===== config.mk =====
export PLATFORM = sky130hd
export DESIGN_NAME = synth_pfd_core
export DESIGN_NICKNAME = d
export VERILOG_FILES = /design/src/rtl/synth_pfd_core.sv
export SDC_FILE = /design/constraint.sdc
export NUM_CORES = 1
export LEC_CHECK = 0
export ABC_CLOCK_PERIOD_IN_PS = 9000
export BUFFER_PORTS_ARGS = -buffer_cell sky130_fd_sc_hd__buf_2
export CAP_MARGIN = 10
export CORE_MARGIN = 3
export CORE_UTILIZATION = 50
export CTS_CLUSTER_SIZE = 28
export DETAILED_ROUTE_END_ITERATION = 8
export PLACE_DENSITY = 0.75
export SYNTH_ARGS = -nofsm -noshare
export SYNTH_HDL_FRONTEND = slang
export SYNTH_SLANG_ARGS = --single-unit

===== constraint.sdc =====
create_clock -name clk -period 9 [get_ports clk]
set_input_delay 1.8 -clock clk [delete_from_list [all_inputs] [get_ports clk]]
set_output_delay 1.8 -clock clk [all_outputs]
set_load 0.005 [all_outputs]

===== src/rtl/synth_pfd_core.sv =====
module synth_pfd_core #(
  parameter int NW       = 15,
  parameter int N_MIN    = 256,
  parameter int REF_DIV  = 512,
  parameter int LOCK_CYC = 4,
  parameter int RST_DLY  = 2
) (
  input  logic          clk,
  input  logic          rst_n,
  input  logic          vco_tick,
  input  logic          xtal_tick,
  input  logic [NW-1:0] n_word,
  input  logic          tri_force,
  input  logic          test_route,
  input  logic          cur_sel,
  input  logic          amp_off,
  input  logic          port_p6,
  input  logic          port_p7,
  output logic          pump_up,
  output logic          pump_dn,
  output logic          pump_hiz,
  output logic          cur_hi,
  output logic          amp_dis,
  output logic          cy_out,
  output logic          ref_out,
  output logic          p6_out,
  output logic          p7_out,
  output logic          locked
);
  localparam int RW = $clog2(REF_DIV);
  localparam int LW = $clog2(LOCK_CYC + 1);
  localparam int DW = $clog2(RST_DLY + 1);

  logic [NW-1:0] cnt, n_act, n_load;
  logic [RW-1:0] rcnt;
  logic          up, dn, clr, mis;
  logic [DW-1:0] rc;
  logic [LW-1:0] lk;
  logic          vfall, rfall;

  assign n_load = (n_word < NW'(N_MIN)) ? NW'(N_MIN) : n_word;
  assign vfall  = vco_tick && (cnt == '0);
  assign rfall  = xtal_tick && (rcnt == '0);

  always_ff @(posedge clk) begin
    if (!rst_n) begin
      cnt   <= '0;
      n_act <= NW'(N_MIN);
    end else if (vco_tick) begin
      if (cnt == '0) begin
        n_act <= n_load;
        cnt   <= n_load - 1'b1;
      end else begin
        cnt <= cnt - 1'b1;
      end
    end
  end

  always_ff @(posedge clk) begin
    if (!rst_n)
      rcnt <= '0;
    else if (xtal_tick)
      rcnt <= (rcnt == '0) ? RW'(REF_DIV - 1) : rcnt - 1'b1;
  end

  assign cy_out  = cnt < (n_act >> 1);
  assign ref_out = rcnt < RW'(REF_DIV / 2);

  assign clr = up && dn && (rc == DW'(RST_DLY - 1));

  always_ff @(posedge clk) begin
    if (!rst_n) begin
      up <= 1'b0;
      dn <= 1'b0;
      rc <= '0;
    end else begin
      up <= clr ? 1'b0 : (up | vfall);
      dn <= clr ? 1'b0 : (dn | rfall);
      rc <= (up && dn && !clr) ? rc + 1'b1 : '0;
    end
  end

  always_ff @(posedge clk) begin
    if (!rst_n) begin
      lk  <= '0;
      mis <= 1'b0;
    end else if (rfall) begin
      mis <= 1'b0;
      if (vfall && !mis && !(up ^ dn)) begin
        if (lk != LW'(LOCK_CYC)) lk <= lk + 1'b1;
      end else begin
        lk <= '0;
      end
    end else if (up ^ dn) begin
      mis <= 1'b1;
    end
  end

  assign locked   = (lk == LW'(LOCK_CYC));
  assign pump_up  = up && !dn && !tri_force;
  assign pump_dn  = dn && !up && !tri_force;
  assign pump_hiz = tri_force || !(up ^ dn);
  assign cur_hi   = cur_sel;
  assign amp_dis  = amp_off;
  assign p6_out   = test_route ? ref_out : port_p6;
  assign p7_out   = test_route ? cy_out  : port_p7;

  a_r6_excl: assert property (@(posedge clk) disable iff (!rst_n)
    !(pump_up && pump_dn));
  a_r6_float: assert property (@(posedge clk) disable iff (!rst_n)
    (!pump_up && !pump_dn) |-> pump_hiz);
  a_r7_tri: assert property (@(posedge clk) disable iff (!rst_n)
    tri_force |-> (pump_hiz && !pump_up && !pump_dn));
  a_r10_floor: assert property (@(posedge clk) disable iff (!rst_n)
    n_act >= NW'(N_MIN));
  a_r11_reload: assert property (@(posedge clk) disable iff (!rst_n)
    ($past(rst_n) && $past(vfall)) |-> (cnt == n_act - 1'b1));
  a_r11_hold: assert property (@(posedge clk) disable iff (!rst_n)
    ($past(rst_n) && !$past(vfall)) |-> $stable(n_act));
  a_r12_lock_rise: assert property (@(posedge clk) disable iff (!rst_n)
    $rose(locked) |-> $past(xtal_tick));
  a_r4_delay: assert property (@(posedge clk) disable iff (!rst_n)
    rc < DW'(RST_DLY));
endmodule


==> metrics.txt <==
outcome finished clean; Num CTS Buffers 5; post-route core utilization between 50 and 60%; Netlist cell types 64; Clk pin slew, worst setup/hold paths approximately 0.090 ns; Worst Setup SP cnt[8]; CTS tree yes; Pre-Repair DR Iteration Count 5; Setup Viol. Count Final 0; FMAX around 220 MHz; CTS Hold Bufs 0; Yosys top cell area share between 30% and 40%; worst hold start rc[0]; Setup CP Type flip-flop to output port; clock buffer depth 2; yosys warns 0; Ports 35; worst skew pair latency slightly above 0.3 ns; leading cell type in the layout, fill and taps excluded dfxtp_1; fin crit share 51.2%; hpwl dp ~4800 µm; # rows 27; final wirelength between 6000 and 7000 µm; register area share after synthesis between 30% and 40%; crit end category output port; antenna violations before repair 0; Final ANT Viol Nets 0; synthesized cell area around 0.0029 mm²; Min Hold Slack ~0.43 ns; die area slightly below 0.007 mm²; # Post-CTS Setup Buffers 0; DRC 0; CP Launch Type flip-flop; Die Y 82.1 µm; RSZ-0062 raised after global routing no; power per cell area about 340 mW/mm²; Starting Density about half; fill count about 530; Max-Cap Viols 0; Async SR Flop Fraction 0%; antenna cells 0; Syn Nets 399; cells after synthesis 353; Final WS setup approximately 4.4 ns; post-route cell area about 0.0032 mm²; CTS root buffer clkbuf_8; pre-CTS WS roughly 4.1 ns; worst hold path type flip-flop to flip-flop; H-tree Lvls 2; Mean Syn Cell Area 8.21 µm²; Yosys top cell by area dfxtp_1; Worst Path Required ~7 ns; Reg2Reg Setup Slack roughly 5.6 ns; Post-synth EDFFs 0; static leakage 0.00120 µW; slew margin rel. between 20 and 25%; Area contributors post-synth dfxtp_1 32%, ha_1 9.1%, a21oi_1 6.4%; minimum clock period approximately 4.6 ns; Port Buffers 30; die width between 80 and 90 µm; first-pass GRT wire length between 10000 and 15000 µm; Max Slew Vio Count 0; VDD IR max about 0.16 mV; layout cells sized above 1 15.9%; commonest non-fill, non-tap cells in the layout 46 x dfxtp_1, 37 x a21oi_1, 34 x nand2_1; CTS resizes 0; CTS sink cnt between 40 and 50; Layout area overhead 9.59%; critical-path maximum fanout 5; vias in the first global route about 2400; drt wl/cell approximately 15 µm; Synth Flop Type dfxtp_1; Tightest Pin Transition 1.18 ns; Area after DPL roughly 0.003 mm²; largest net degree at the start of global routing 31; Max Clock Skew roughly 0.0078 ns; synthesized flop and latch total 46; core area 0.00557 mm²; Final TNS setup 0 ns; Vias ~2700; fin nets 423; routed vias/inst 5.90; Worst EP arrival ~2.8 ns; DRT iter0 DRCs around 130; Reg-to-Reg Start cnt[10]; Final GP Congestion slightly above 0.9; grt total ovfl 0; final hold viol count 0; global-route usage over all layers between 20% and 30%
## through the flow
stage	power (µW)	instances
3_3_place_gp	902	442
5_1_grt	1170	450
2_1_floorplan	782	353
4_1_cts	1080	450
6_report	1080	450
3_5_place_dp	916	442
## worst paths after layout
kind / endpoint / depth (start not counted)
max: p7_out / 8
min reg2reg: rc[0] / 1
max reg2reg: cnt[10] / 9
min: rc[0] / 1
## cell type report
type	instances	area, µm²	area share (%)
Clock inverter	3	43.8	1.38
Multi-Input combinational cell	267	1800	56.6
Clock buffer	5	68.8	2.17
Tap cell	72	90.1	2.84
Timing Repair Buffer	31	158	4.96
Inverter	26	97.6	3.07
Sequential cell	46	921	29.0
## critical path, stage by stage (launching register included)
cell and delay [ns]:
dfxtp_1 0.47, ha_1 0.29, a21o_1 0.17, a21o_1 0.17, a2111oi_0 0.39, nor3_1 0.10
a2111oi_0 0.57, mux2_2 0.26, buf_2 0.10
## synth_stat cells, types with 4 or more instances
cell type	number
nor2_1	30
nand2_1	34
o21a_1	4
dfxtp_1	46
nand3_1	11
a21oi_1	37
o21ai_0	5
a211oi_1	4
o211ai_1	5
o31ai_1	5
clkbuf_1	8
inv_1	25
xor2_1	4
nand2b_1	4
and2_1	4
a21o_1	5
a31oi_1	6
nor3_1	19
mux2i_1	5
nand4_1	5
ha_1	21
xnor2_1	4
## flip-flops by register name (all words and copies together), names as in the netlist
register and count:
n_act 14, up 1, rcnt 9, dn 1, lk 3, mis 1
rc 2, cnt 15
## logic make-up (layout without fill, tap and decap cells)
kind of cell / after synthesis / count (layout) / share of synthesized area [%]
AND/OR/NAND/NOR: 137 / 137 / 25.6
AO/OA/AOI/OAI: 94 / 94 / 22.5
flip-flops: 46 / 46 / 31.8
buffers and inverters: 40 / 65 / 6.22
adder cells (fa/ha/maj): 21 / 21 / 9.07
XOR/XNOR: 8 / 8 / 2.42
multiplexers: 7 / 7 / 2.50
## where the power goes
part	switching [µW]	internal, µW	total (µW)	leakage [µW]
Clock	74.0	83.3	157	0.0000585
Combinational	348	254	601	0.000768
Sequential	57.9	260	318	0.000376
Total	479	596	1080	0.00120
## per-layer routing
metal  global-route usage [%]  up-vias  wire (µm)
met1                     26.6     1228       2970
li1                         -     1323          -
met3                     4.23       20        401
met4                     11.1        0        176
met2                     34.0       85       3030
met5                        0        -          0
Note: power is estimated with default switching activity, not from simulation.
